[config.mk]
export PLATFORM = sky130hd
export DESIGN_NAME = swj_mode_sel
export DESIGN_NICKNAME = d
export VERILOG_FILES = /design/src/rtl/swj_pkg.sv /design/src/rtl/swj_run_counter.sv /design/src/rtl/swj_code_seeker.sv /design/src/rtl/swj_mode_sel.sv
export SDC_FILE = /design/constraint.sdc
export NUM_CORES = 1
export LEC_CHECK = 0
export BUFFER_PORTS_ARGS = -buffer_cell sky130_fd_sc_hd__buf_4
export CORE_MARGIN = 5
export CORE_UTILIZATION = 58
export DETAILED_ROUTE_END_ITERATION = 10
export PLACE_DENSITY = 0.76
export SYNTH_ARGS = -nofsm -noshare
export SYNTH_HDL_FRONTEND = slang
export SYNTH_SLANG_ARGS = --single-unit
[constraint.sdc]
create_clock -name clk -period 2.88 [get_ports clk]
set_clock_uncertainty 0.2 [all_clocks]
set_input_delay 0.144 -clock clk [delete_from_list [all_inputs] [get_ports clk]]
set_output_delay 0.144 -clock clk [all_outputs]
set_load 0.01 [all_outputs]
[src/rtl/swj_pkg.sv]
package swj_pkg;
    localparam int unsigned CODE_W = 16;
    localparam logic [CODE_W-1:0] DEF_CODE_TO_SWD  = 16'hE79E;
    localparam logic [CODE_W-1:0] DEF_CODE_TO_JTAG = 16'hE73C;

    typedef enum logic [1:0] {
        SEEK_WAIT   = 2'd0,
        SEEK_PRIMED = 2'd1,
        SEEK_SHIFT  = 2'd2
    } seek_state_t;
endpackage

[src/rtl/swj_run_counter.sv]
module swj_run_counter #(
    parameter int unsigned RUN_MIN = 50
) (
    input  logic clk,
    input  logic rst_n,
    input  logic line_in,
    output logic run_sat_next,
    output logic run_hit_next
);
    localparam int unsigned CW = $clog2(RUN_MIN + 1);
    localparam logic [CW-1:0] FULL = CW'(RUN_MIN);
    localparam logic [CW-1:0] LAST = CW'(RUN_MIN - 1);

    logic [CW-1:0] cnt;

    always_ff @(posedge clk or negedge rst_n) begin
        if (!rst_n)
            cnt <= '0;
        else if (!line_in)
            cnt <= '0;
        else if (cnt != FULL)
            cnt <= cnt + 1'b1;
    end

    // This sample completes (or extends) a saturated high run.
    assign run_sat_next = line_in && (cnt >= LAST);
    // This sample is exactly the RUN_MIN-th consecutive high.
    assign run_hit_next = line_in && (cnt == LAST);

    assert_run_bounded_R5: assert property (@(posedge clk) disable iff (!rst_n)
        cnt <= FULL);

    assert_hit_once_R6: assert property (@(posedge clk) disable iff (!rst_n)
        run_hit_next |=> !run_hit_next);
endmodule

[src/rtl/swj_code_seeker.sv]
module swj_code_seeker
    import swj_pkg::*;
#(
    parameter logic [CODE_W-1:0] CODE_TO_SWD  = DEF_CODE_TO_SWD,
    parameter logic [CODE_W-1:0] CODE_TO_JTAG = DEF_CODE_TO_JTAG
) (
    input  logic clk,
    input  logic rst_n,
    input  logic line_in,
    input  logic run_sat_next,
    input  logic mode_swd,
    output logic code_done
);
    localparam int unsigned IW = $clog2(CODE_W);
    localparam logic [IW-1:0] IDX_LAST = IW'(CODE_W - 1);

    seek_state_t       st, st_nx;
    logic [IW-1:0]     idx, idx_nx;
    logic [CODE_W-1:0] win;
    logic [CODE_W-1:0] want;

    assign want = mode_swd ? CODE_TO_JTAG : CODE_TO_SWD;

    // State register and shift window
    always_ff @(posedge clk or negedge rst_n) begin
        if (!rst_n) begin
            st  <= SEEK_WAIT;
            idx <= '0;
            win <= '0;
        end else begin
            st  <= st_nx;
            idx <= idx_nx;
            win <= {line_in, win[CODE_W-1:1]};
        end
    end

    // Next-state logic
    always_comb begin
        st_nx  = st;
        idx_nx = idx;
        unique case (st)
            SEEK_WAIT: begin
                if (run_sat_next)
                    st_nx = SEEK_PRIMED;
            end
            SEEK_PRIMED: begin
                if (!line_in) begin
                    if (!want[0]) begin
                        st_nx  = SEEK_SHIFT;
                        idx_nx = IW'(1);
                    end else begin
                        st_nx = SEEK_WAIT;
                    end
                end
            end
            SEEK_SHIFT: begin
                if (line_in != want[idx])
                    st_nx = SEEK_WAIT;
                else if (idx == IDX_LAST)
                    st_nx = SEEK_WAIT;
                else
                    idx_nx = idx + 1'b1;
            end
            default: st_nx = SEEK_WAIT;
        endcase
    end

    // Output logic
    always_comb begin
        code_done = (st == SEEK_SHIFT) && (idx == IDX_LAST) &&
                    ({line_in, win[CODE_W-1:1]} == want);
    end

    assert_primed_needs_run_R3: assert property (@(posedge clk) disable iff (!rst_n)
        (st == SEEK_PRIMED) |-> ($past(st) == SEEK_PRIMED) || $past(run_sat_next));

    assert_done_from_shift_R2: assert property (@(posedge clk) disable iff (!rst_n)
        code_done |-> $past(st) == SEEK_SHIFT);
endmodule

[src/rtl/swj_mode_sel.sv]
module swj_mode_sel
    import swj_pkg::*;
#(
    parameter int unsigned       RUN_MIN      = 50,
    parameter logic [CODE_W-1:0] CODE_TO_SWD  = DEF_CODE_TO_SWD,
    parameter logic [CODE_W-1:0] CODE_TO_JTAG = DEF_CODE_TO_JTAG
) (
    input  logic clk,
    input  logic rst_n,
    input  logic line_in,
    output logic mode_swd,
    output logic switch_pulse,
    output logic line_reset_pulse
);
    logic run_sat_next;
    logic run_hit_next;
    logic code_done;

    swj_run_counter #(.RUN_MIN(RUN_MIN)) u_run (
        .clk          (clk),
        .rst_n        (rst_n),
        .line_in      (line_in),
        .run_sat_next (run_sat_next),
        .run_hit_next (run_hit_next)
    );

    swj_code_seeker #(
        .CODE_TO_SWD  (CODE_TO_SWD),
        .CODE_TO_JTAG (CODE_TO_JTAG)
    ) u_seek (
        .clk          (clk),
        .rst_n        (rst_n),
        .line_in      (line_in),
        .run_sat_next (run_sat_next),
        .mode_swd     (mode_swd),
        .code_done    (code_done)
    );

    always_ff @(posedge clk or negedge rst_n) begin
        if (!rst_n) begin
            mode_swd         <= 1'b0;
            switch_pulse     <= 1'b0;
            line_reset_pulse <= 1'b0;
        end else begin
            mode_swd         <= mode_swd ^ code_done;
            switch_pulse     <= code_done;
            line_reset_pulse <= mode_swd && run_hit_next;
        end
    end

    assert_mode_with_pulse_R9: assert property (@(posedge clk) disable iff (!rst_n)
        (mode_swd != $past(mode_swd)) |-> switch_pulse);

    assert_switch_one_cycle_R9: assert property (@(posedge clk) disable iff (!rst_n)
        switch_pulse |=> !switch_pulse);

    assert_lreset_swd_only_R6: assert property (@(posedge clk) disable iff (!rst_n)
        line_reset_pulse |-> (mode_swd && $past(mode_swd)));

    assert_switch_last_high_R2: assert property (@(posedge clk) disable iff (!rst_n)
        switch_pulse |-> $past(line_in));
endmodule

# ---- Word-level counts from Yosys, hierarchy flattened
# Cells that the tools add are included.
dict set report op_classes {
  addsub 2
  mul 0
  div 0
  magnitude_cmp 2
  n_eq_ne 14
  shift 0
  muxes 16
  bitwise 1
  n_reduce_logical 9
}
# cell n
set op_table {}
lappend op_table {{$eq A16 B16 Y1} 1}
lappend op_table {{$mux W4} 4}
lappend op_table {{$mux W6} 2}
lappend op_table {{$mux W2} 5}
lappend op_table {{$ne A2 B2 Y1 const B} 5}
lappend op_table {{$mux W8} 1}
lappend op_table {{$pmux W4 S2} 1}
lappend op_table {{$add A6 B1 Y6 const B} 1}
lappend op_table {{$eq A6 B6 Y1 const B} 1}
lappend op_table {{$ge A6 B6 Y1 const B} 1}
lappend op_table {{$ne A6 B6 Y1 const B} 1}
lappend op_table {{$pmux W2 S3} 1}
lappend op_table {{$logic_and A1 B1 Y1} 5}
lappend op_table {{$lt A4 B5 Y1 const B} 1}
lappend op_table {{$reduce_and A5 Y1} 1}
lappend op_table {{$add A4 B1 Y4 const B} 1}
lappend op_table {{$bmux W1 S4} 1}
lappend op_table {{$eq A4 B4 Y1 const B} 1}
lappend op_table {{$ne A3 B1 Y1 const B} 1}
lappend op_table {{$reduce_and A3 Y1} 1}
lappend op_table {{$eq A2 B1 Y1 const B} 1}
lappend op_table {{$eq A2 B2 Y1 const B} 1}
lappend op_table {{$logic_not A2 Y1} 1}
lappend op_table {{$ne A2 B1 Y1 const B} 1}
lappend op_table {{other kinds (4)} 4}
dict set report totals {
  regBits 31
  latch_bits 0
  ram_bits 0
  rom_bits 0
  input_bits 3
  out_inout_bits 3
  elab_cells 51
  memories 0
}

# ---- Longest topological paths before layout
# Gate-level depths: netlist (run 1).
dict set report depth {
  depth_word 6
  mapped_depth 7
  ltp_nobuf 7
}

# ---- By module
# From an unflattened synthesis (run 1), not the netlist that was laid out.
dict set report unflattened {
  hier_cells 115
  area_unflattened_um2 1371.3
}
# module n_inst cells_per_inst area_per_inst_um2 seq_area_each_um2
set modules_own_cells {}
lappend modules_own_cells {swj_code_seeker 1 71 910.9 525.5}
lappend modules_own_cells {swj_run_counter 1 39 369.1 150.1}
lappend modules_own_cells {swj_mode_sel 1 5 91.3 75.1}

# ---- Worst setup path before layout (run 1)
# OpenSTA, ideal clock, no wires.
dict set report synth_timing {
  kind {reg-to-reg}
  startpoint {reg u_seek.idx[0]}
  endpoint {reg u_seek.idx[2]}
  setup_time_ps 121
  t_arrival_ps 1701
  required_ps 2559
  path_slack_ps 858
  path_stages_with_launch 7
  path_buffers 0
  period_less_slack_ps 2022
  path_cell_list {dfrtp_1 -> ha_1 -> nor2b_1 -> o32ai_2 -> mux2i_2 -> o21ai_0 -> a22o_2}
}
dict set report synth_via {
  elab_chain_cells 5
  word_cells_on_any_way 11
  cone_classes {add/sub (1); eq/ne (4); mux (5); reduce/logical (1)}
}
# element line_no
set synth_rtl {}
lappend synth_rtl {{start, declared} swj_code_seeker.sv:18} ;# logic [IW-1:0] idx, idx_nx;
lappend synth_rtl {{start signal, assigned} swj_code_seeker.sv:32} ;# idx <= idx_nx;
lappend synth_rtl {{$bmux W1 S4} swj_code_seeker.sv:57} ;# if (line_in != want[idx])
lappend synth_rtl {{$mux W1 (not written as such)} swj_code_seeker.sv:57}
lappend synth_rtl {{$ne A1 B1 Y1} swj_code_seeker.sv:57}
lappend synth_rtl {{$ne A2 B2 Y1 (no source line)} -}
lappend synth_rtl {{$reduce_and A5 Y1 (no source line)} -}
# Several ways; a longest one is shown, not always the timed one. The select of a mux whose other input is x is not followed.
# A chain may end at the register's enable or synchronous reset.

# ---- Final worst setup path (run 1)
# Ends and elaborated chain as after synthesis.

==> metrics.md, run 1 <==
| Metric | Value |
|---|---|
| Post-synth EDFFs | `0` |
| Net Count, Synth | `about 110` |
| Critical path data required time | `2.89 ns` |
| Crit share post-route | `76.33%` |
| IO Count | `6` |
| Class of the most critical setup path | `flip-flop to flip-flop` |
| H-tree depth reported by CTS | `2` |
| Cell family with the largest share of critical-path delay | `compound AO/OA/AOI/OAI gates` |
| Global-route usage over all layers | `between 15 and 20%` |
| Setup violation total in the final timing report | `0` |
| Pin count of the biggest net entering global routing | `31` |
| Synth Instances | `105` |
| Worst-path cell with the longest stage delay | `sky130_fd_sc_hd__dfrtp_1` |
| Cell area after technology mapping | `0.001275 mm2` |
| Count of buffers inserted at the top-level ports | `5` |
| Number of storage elements in the synthesis netlist | `30` |
| Post-DR wirelength/cell | `14.87 um` |
| DRC violation count after routing | `0` |
| Leakage Power | `roughly 0.00063 uW` |
| Synthesis warning total | `0` |
| Detailed Route Iter0 Violations | `17` |
| Max Fanout on Critical Path | `6` |
| Routed WL | `2.186 mm` |
| RSZ-0062 raised after global routing | `false` |
| Row count | `17` |
| Peak supply drop | `0.0004031 V` |
| Syn Area/Cell | `12.14 um2` |
| Max incr delay on CP | `0.44 ns` |
| Slew margin rel. | `65.09%` |
| Clock latency on the worst-skew pair | `0.32 ns` |
| Cell type contributing the most total cell area after synthesis | `sky130_fd_sc_hd__dfrtp_1` |
| Clock root cell | `sky130_fd_sc_hd__clkbuf_4` |
| Hold Fails Final Rpt | `0` |
| Relative area change from synthesis to final layout | `11.97%` |
| Most instantiated flip-flop cell in the synthesis netlist | `sky130_fd_sc_hd__dfrtp_1` |
| Starting density of the core | `59.35%` |
| Synth top cells by count | `30 x sky130_fd_sc_hd__dfrtp_1, 6 x sky130_fd_sc_hd__ha_1, 6 x sky130_fd_sc_hd__inv_1, 6 x sky130_fd_sc_hd__nand3_1` |
| Worst Path Arrival | `2.21 ns` |
| Number of global-route vias before repair | `~930` |
| Detail Placement HPWL | `1.545 mm` |
| Post-layout minimum cycle time | `2.198 ns` |
| Synth unique cells | `35` |
| Remaining global-route overflow | `0` |
| Critical path cell sequence | `ha_1 -> nor2b_1 -> o32ai_2 -> mux2i_2 -> o21ai_0 -> a22o_2` |
| Core footprint | `0.002148 mm2` |
| Maxcap violations | `0` |
| Total via count in the routed design | `roughly 830` |
| Number of vias per cell | `5.639` |
| Final Net Count | `~130` |
| Leading cell type by number of instances after synthesis | `sky130_fd_sc_hd__dfrtp_1` |
| CP Launch Type | `flip-flop` |
| Sequential-to-total area share from yosys stat | `58.88%` |
| Class of the worst hold path | `primary input to asynchronous set/reset pin` |
| Async set-or-reset flop fraction in the synthesized netlist | `between 90% and 100%` |
| Share of cells above drive strength 1 | `15.13%` |
| Final slew viol count | `0` |
| Deepest clock path buffer count | `2` |
| Area of the die | `0.003236 mm2` |
| Antenna-violating nets left | `0` |
| Kind of end point of the critical path | `flip-flop` |
| Achievable frequency | `0.4549 GHz` |
| Final weighted congestion in routability-driven placement | `~0.76` |
| Number of antenna violations at the first check in global routing | `0` |
| Power density over the cells | `612.6 mW/mm2` |
| Clock buffer count from CTS | `5` |
| Fraction of the core area covered by cells at the end of the flow | `between 60% and 70%` |
| Number of detailed-route iterations in the first pass | `4` |
| First-pass GRT wire length | `4.022 mm` |
| Accumulated negative setup slack | `0 ns` |
| TritonCTS clock tree | `yes` |
| Top cells by area in the synthesized netlist | `sky130_fd_sc_hd__dfrtp_1 59%, sky130_fd_sc_hd__ha_1 5.9%, sky130_fd_sc_hd__xnor2_1 2.7%` |
| Sinks on the clock net | `30` |
| WP buf/inv | `0` |
| Clock input transition at the sequential cells of the worst setup and hold paths | `roughly 0.10 ns` |
| Pin slew with the least headroom to its limit | `around 0.52 ns` |
| Outcome | `finished, final reports clean` |
| Die Wd | `about 57 um` |
| Chip height | `about 57 um` |
| Antenna cells | `0` |
| Area fraction of the dominant cell type after synthesis | `58.88%` |
[metrics by stage]
step	instance area (um2)	hold slack [ns]	setup slack (ns)	total power, uW	std cells
global route	1428	0.08708	0.5990	934.8	147
CTS	1428	0.06662	0.6837	883.6	147
finish	1428	0.07184	0.6817	874.6	147
floorplan	1275	-0.3516	0.8581	585.2	105
detailed placement	1344	-0.1148	0.6863	624.7	137
global placement	1344	-0.1201	0.8001	612.4	137
[placed cells by master, fill, tap and decap left out, types with 2 or more instances in the layout]
| cell | instances |
|---|---|
| sky130_fd_sc_hd__a21oi_1 | 3 |
| sky130_fd_sc_hd__and2_1 | 5 |
| sky130_fd_sc_hd__and3_1 | 2 |
| sky130_fd_sc_hd__buf_4 | 5 |
| sky130_fd_sc_hd__clkbuf_4 | 5 |
| sky130_fd_sc_hd__dfrtp_1 | 30 |
| sky130_fd_sc_hd__dlygate4sd3_1 | 2 |
| sky130_fd_sc_hd__ha_1 | 6 |
| sky130_fd_sc_hd__inv_1 | 6 |
| sky130_fd_sc_hd__nand2_1 | 5 |
| sky130_fd_sc_hd__nand2b_1 | 2 |
| sky130_fd_sc_hd__nand3_1 | 6 |
| sky130_fd_sc_hd__nand3b_1 | 3 |
| sky130_fd_sc_hd__nand4b_1 | 2 |
| sky130_fd_sc_hd__nor2_1 | 3 |
| sky130_fd_sc_hd__nor2b_1 | 3 |
| sky130_fd_sc_hd__nor3b_1 | 2 |
| sky130_fd_sc_hd__nor4_1 | 3 |
| sky130_fd_sc_hd__o21ai_0 | 2 |
| sky130_fd_sc_hd__xnor2_1 | 4 |
[cell families (layout without fill, tap and decap cells)]
group | after synthesis | after routing | synth area share (%)
muxes | 2 | 2 | 1.864
buffers and inverters | 7 | 21 | 2.060
adders and majority gates | 6 | 6 | 5.888
and+or+nand+nor | 43 | 43 | 20.81
xor gates and xnor gates | 5 | 5 | 3.435
DFF | 30 | 30 | 58.88
AOI/OAI and AO/OA | 12 | 12 | 7.067
[path summary, 6_finish.rpt]
check	from	endpoint	slack, ns	depth (start not counted)
max in group asynchronous	rst_n	mode_swd	2.12	2
setup / recovery	u_seek.idx[0]	u_seek.idx[2]	0.68	6
hold / removal	rst_n	u_run.cnt[2]	0.07	2
setup reg to reg	u_seek.idx[0]	u_seek.idx[2]	0.68	6
min in group clk	u_seek.win[3]	u_seek.win[2]	0.19	0
hold reg to reg	u_seek.win[3]	u_seek.win[2]	0.19	0
[cell type report]
class / instances / area (um2)
Clock buffer: 6 / 51.30
Clock inverter: 2 / 12.51
Fill cell: 165 / 720.7
Inverter: 6 / 22.52
Multi-Input combinational cell: 68 / 498.0
Sequential cell: 30 / 750.7
Tap cell: 28 / 35.03
Timing Repair Buffer: 7 / 57.56
[worst reg2reg max path, cell delays in order, from the launching register on]
cell                      delay, ns
sky130_fd_sc_hd__dfrtp_1       0.44
sky130_fd_sc_hd__ha_1          0.25
sky130_fd_sc_hd__nor2b_1       0.16
sky130_fd_sc_hd__o32ai_2       0.30
sky130_fd_sc_hd__mux2i_2       0.38
sky130_fd_sc_hd__o21ai_0       0.15
sky130_fd_sc_hd__a22o_2        0.23
[power by group]
| group | internal (uW) | leakage, uW | switching [uW] |
|---|---|---|---|
| logic | 63.1 | 0.000223 | 65.6 |
| registers | 453 | 0.000374 | 36.5 |
| clock network | 117 | 0.0000343 | 139 |
| total | 634 | 0.000632 | 241 |
[flip-flops by register name, indices dropped and copies added (netlist names)]
name              cells
line_reset_pulse      1
mode_swd              1
switch_pulse          1
u_run.cnt             6
u_seek.idx            4
u_seek.st             2
u_seek.win           15
[what timing repair did]
action                                 in CTS  in global routing
setup buffers                               0                  0
gates resized for setup                     0                  0
endpoints found under the hold margin      40                  0
hold buffers                                2                  0
[metal layers]
layer,wire (um),up-vias,part of all wire [%],track usage [%]
met5,0,-,0,0
met4,60,0,2.7,9.603
met3,67,7,3.1,4.598
met2,1129,12,52,26.75
met1,928,420,42,19.73
li1,-,390,-,-
Power figures use the tool's default switching activity.
==> inputs of run 2 (changes only) <==
- clock period: 2.88 -> 2.15 ns (I/O delays scaled with it)
==> run 2 against run 1 <==
Net effect:
- via count fell by 2.1%
- die area did not move
- clock-buffer cell count did not move
- flip-flop and latch count did not move
- combinational power rose by 74%
- clock power rose by 36%
- final cell count rose by 1.4%
- worst setup slack got worse by 0.68 ns
- utilization rose by 2.7 points
- register-to-register slack got worse by 0.68 ns
- wire length rose by 0.27%
- fmax rose by 2.5%
==> metrics.md, run 2 (synthesis gave the netlist of run 1 again) <==
| Metric | Value |
|---|---|
| Final slew viol count | `0 (unchanged)` |
| Class of the most critical setup path | `flip-flop to flip-flop` |
| Flip-flop count of the largest register after layout | `15 (unchanged)` |
| Sw Share | `29.07% (+1.5 points)` |
| Design Power | `1235 uW (+41%)` |
| Power density over the cells | `830.8 mW/mm2 (+36%)` |
| Fin worst setup slack | `0.006171 ns (-0.6756 ns)` |
| Combinational share of power | `18.2% (+3.5 points)` |
| Worst setup slack after placement | `-0.05502 ns (-0.7413 ns)` |
| Worst-path cell with the longest stage delay | `sky130_fd_sc_hd__dfrtp_1` |
| Net switching component of the power | `359.0 uW (+49%)` |
| Share of cells above drive strength 1 | `21.49% (+6.4 points)` |
| Detail Placement HPWL | `1.455 mm (-5.8%)` |
| Setup violation total in the final timing report | `0 (unchanged)` |
| Post-DR wirelength/cell | `14.71 um (-1.1%)` |
| Placed standard-cell area | `0.001351 mm2 (+0.56%)` |
| Worst Path Arrival | `2.15 ns (-0.06 ns)` |
| Finished layout cell area | `0.001486 mm2 (+4.1%)` |
| RSZ-0062 raised after global routing | `true` |
| Slack of the worst reg-to-reg path | `0.006 ns (-0.68 ns)` |
| Register containing the most flip-flops in the final layout | `u_seek.win` |
| Deepest clock path buffer count | `2 (unchanged)` |
| Final Net Count | `129 (+1.6%)` |
| Clock root cell | `sky130_fd_sc_hd__clkbuf_4` |
| Leakage Power | `0.0006444 uW (+2.0%)` |
| Chip height | `56.89 um (unchanged)` |
| Outcome | `finished, final reports clean` |
| Most frequent standard cell in the layout excluding fill and tap cells | `sky130_fd_sc_hd__dfrtp_1` |
| Critical path data required time | `2.16 ns (-0.73 ns)` |
| Starting density of the core | `59.35% (unchanged)` |
| Number of antenna violations at the first check in global routing | `0 (unchanged)` |
| Routed WL | `2.192 mm (+0.27%)` |
| Area of the die | `0.003236 mm2 (unchanged)` |
| Row count | `17 (unchanged)` |
| Kind of end point of the critical path | `flip-flop` |
| Leading registers by flop count | `u_seek.win: 15 flops, u_run.cnt: 6 flops, u_seek.idx: 4 flops` |
| Die Wd | `56.89 um (unchanged)` |
| P_int | `875.9 uW (+38%)` |
| Total via count in the routed design | `812 (-2.1%)` |
| Final weighted congestion in routability-driven placement | `0.7750 (+2.5%)` |
| Sequential Power Share | `53.6% (-2.4 points)` |
| Proportion of power drawn by the clock network | `28.2% (-1.1 points)` |
| Peak supply drop | `0.0006987 V (+73%)` |
| Slew margin rel. | `64.57% (-0.51 points)` |
| Cell family with the largest share of critical-path delay | `compound AO/OA/AOI/OAI gates` |
| DRC violation count after routing | `0 (unchanged)` |
| Most used cells in the layout excluding fill and tap cells | `29 x sky130_fd_sc_hd__dfrtp_1, 6 x sky130_fd_sc_hd__nand3_1, 6 x sky130_fd_sc_hd__buf_4` |
| First-pass GRT wire length | `3.829 mm (-4.8%)` |
| Pin count of the biggest net entering global routing | `31 (unchanged)` |
| IO Count | `6 (unchanged)` |
| Class of the worst hold path | `primary input to asynchronous set/reset pin` |
| Clock buffer count from CTS | `5 (unchanged)` |
| Crit share post-route | `99.71% (+23 points)` |
| Count of buffers inserted at the top-level ports | `5 (unchanged)` |
| Max incr delay on CP | `0.43 ns (about the same)` |
| Core footprint | `0.002148 mm2 (unchanged)` |
| Clock input transition at the sequential cells of the worst setup and hold paths | `0.10 ns (about the same)` |
| Achievable frequency | `0.4665 GHz (+2.5%)` |
| Remaining global-route overflow | `0 (unchanged)` |
| Relative area change from synthesis to final layout | `16.59%` |
| H-tree depth reported by CTS | `2 (unchanged)` |
| Critical path cell sequence | `inv_2 -> ha_4 -> and2_4 -> o32ai_4 -> mux2i_4 -> o21ai_1 -> a22o_2` |
| Post-layout minimum cycle time | `2.144 ns (-0.05442 ns)` |
| Number of vias per cell | `5.450 (-3.4%)` |
| Max Fanout on Critical Path | `5 (-1)` |
| Clock latency on the worst-skew pair | `0.32 ns (about the same)` |
| CP Launch Type | `flip-flop` |
| Sinks on the clock net | `30 (unchanged)` |
| Global-route usage over all layers | `16.26% (-0.38 points)` |
| Fraction of the core area covered by cells at the end of the flow | `69.19% (+2.7 points)` |
| WP buf/inv | `1 (+1)` |
| Antenna cells | `0 (unchanged)` |
| Number of global-route vias before repair | `826 (-11%)` |
| Maxcap violations | `0 (unchanged)` |
| Pin slew with the least headroom to its limit | `0.5302 ns (+0.01136 ns)` |
| Hold Fails Final Rpt | `0 (unchanged)` |
| Detailed Route Iter0 Violations | `16 (-1)` |
| Number of detailed-route iterations in the first pass | `4 (unchanged)` |
| Antenna-violating nets left | `0 (unchanged)` |
| TritonCTS clock tree | `yes` |
## run 2: power groups by stage
stage	registers, uW	clock network (uW)	logic, uW
global route	670	394	251
global placement	663	0	159
floorplan	652	0	132
finish	662	349	225
detailed placement	665	0	171
CTS	657	361	200
## run 2: layout make-up
cell class / count / area (um2)
well taps: 28 / 35.03
inverters: 6 / 22.52
repair buffers: 9 / 76.32
flip-flops and latches: 30 / 752.0
fillers: 157 / 661.9
multi-input cells: 68 / 536.8
clock buffers: 6 / 51.30
clock inverters: 2 / 12.51
## run 2: through the flow
step	instances	setup TNS (ns)	hold WS, ns
after detailed placement	138	-0.05502	-0.1488
after global routing	149	-0.2972	0.03982
after global placement	138	0	-0.1536
final	149	0	0.03008
after CTS	149	0	0.02719
after floorplan	105	0	-0.3881
## run 2: path summary, 6_finish.rpt
path	from	end	depth (start not counted)
min in group clk	u_seek.win[3]	u_seek.win[2]	0
max reg2reg	u_seek.idx[1]	u_seek.idx[2]	7
max	u_seek.idx[1]	u_seek.idx[2]	7
min reg2reg	u_seek.win[3]	u_seek.win[2]	0
min	rst_n	u_run.cnt[4]	2
max in group asynchronous	rst_n	u_seek.idx[0]	2
## run 2: routing by layer
layer	share of wire, %	vias up	wire, um	GRT usage, %
met5	0	-	0	0
met1	45	399	991	19.91
met3	3.7	5	82	7.126
met2	49	10	1083	24.31
met4	1.6	0	35	7.947
li1	-	398	-	-
## run 2: worst register-to-register path, cell delays in order (launching register included)
cell,delay (ns)
sky130_fd_sc_hd__dfrtp_1,0.43
sky130_fd_sc_hd__inv_2,0.08
sky130_fd_sc_hd__ha_4,0.15
sky130_fd_sc_hd__and2_4,0.15
sky130_fd_sc_hd__o32ai_4,0.33
sky130_fd_sc_hd__mux2i_4,0.36
sky130_fd_sc_hd__o21ai_1,0.11
sky130_fd_sc_hd__a22o_2,0.22
## run 2: what timing repair did
action	CTS	global route
gates cloned	0	0
endpoints found under the setup margin	4	4
pin swaps	2	4
setup buffers	2	0
resized for setup	4	7
hold buffers	2	0
endpoints found under the hold margin	40	0
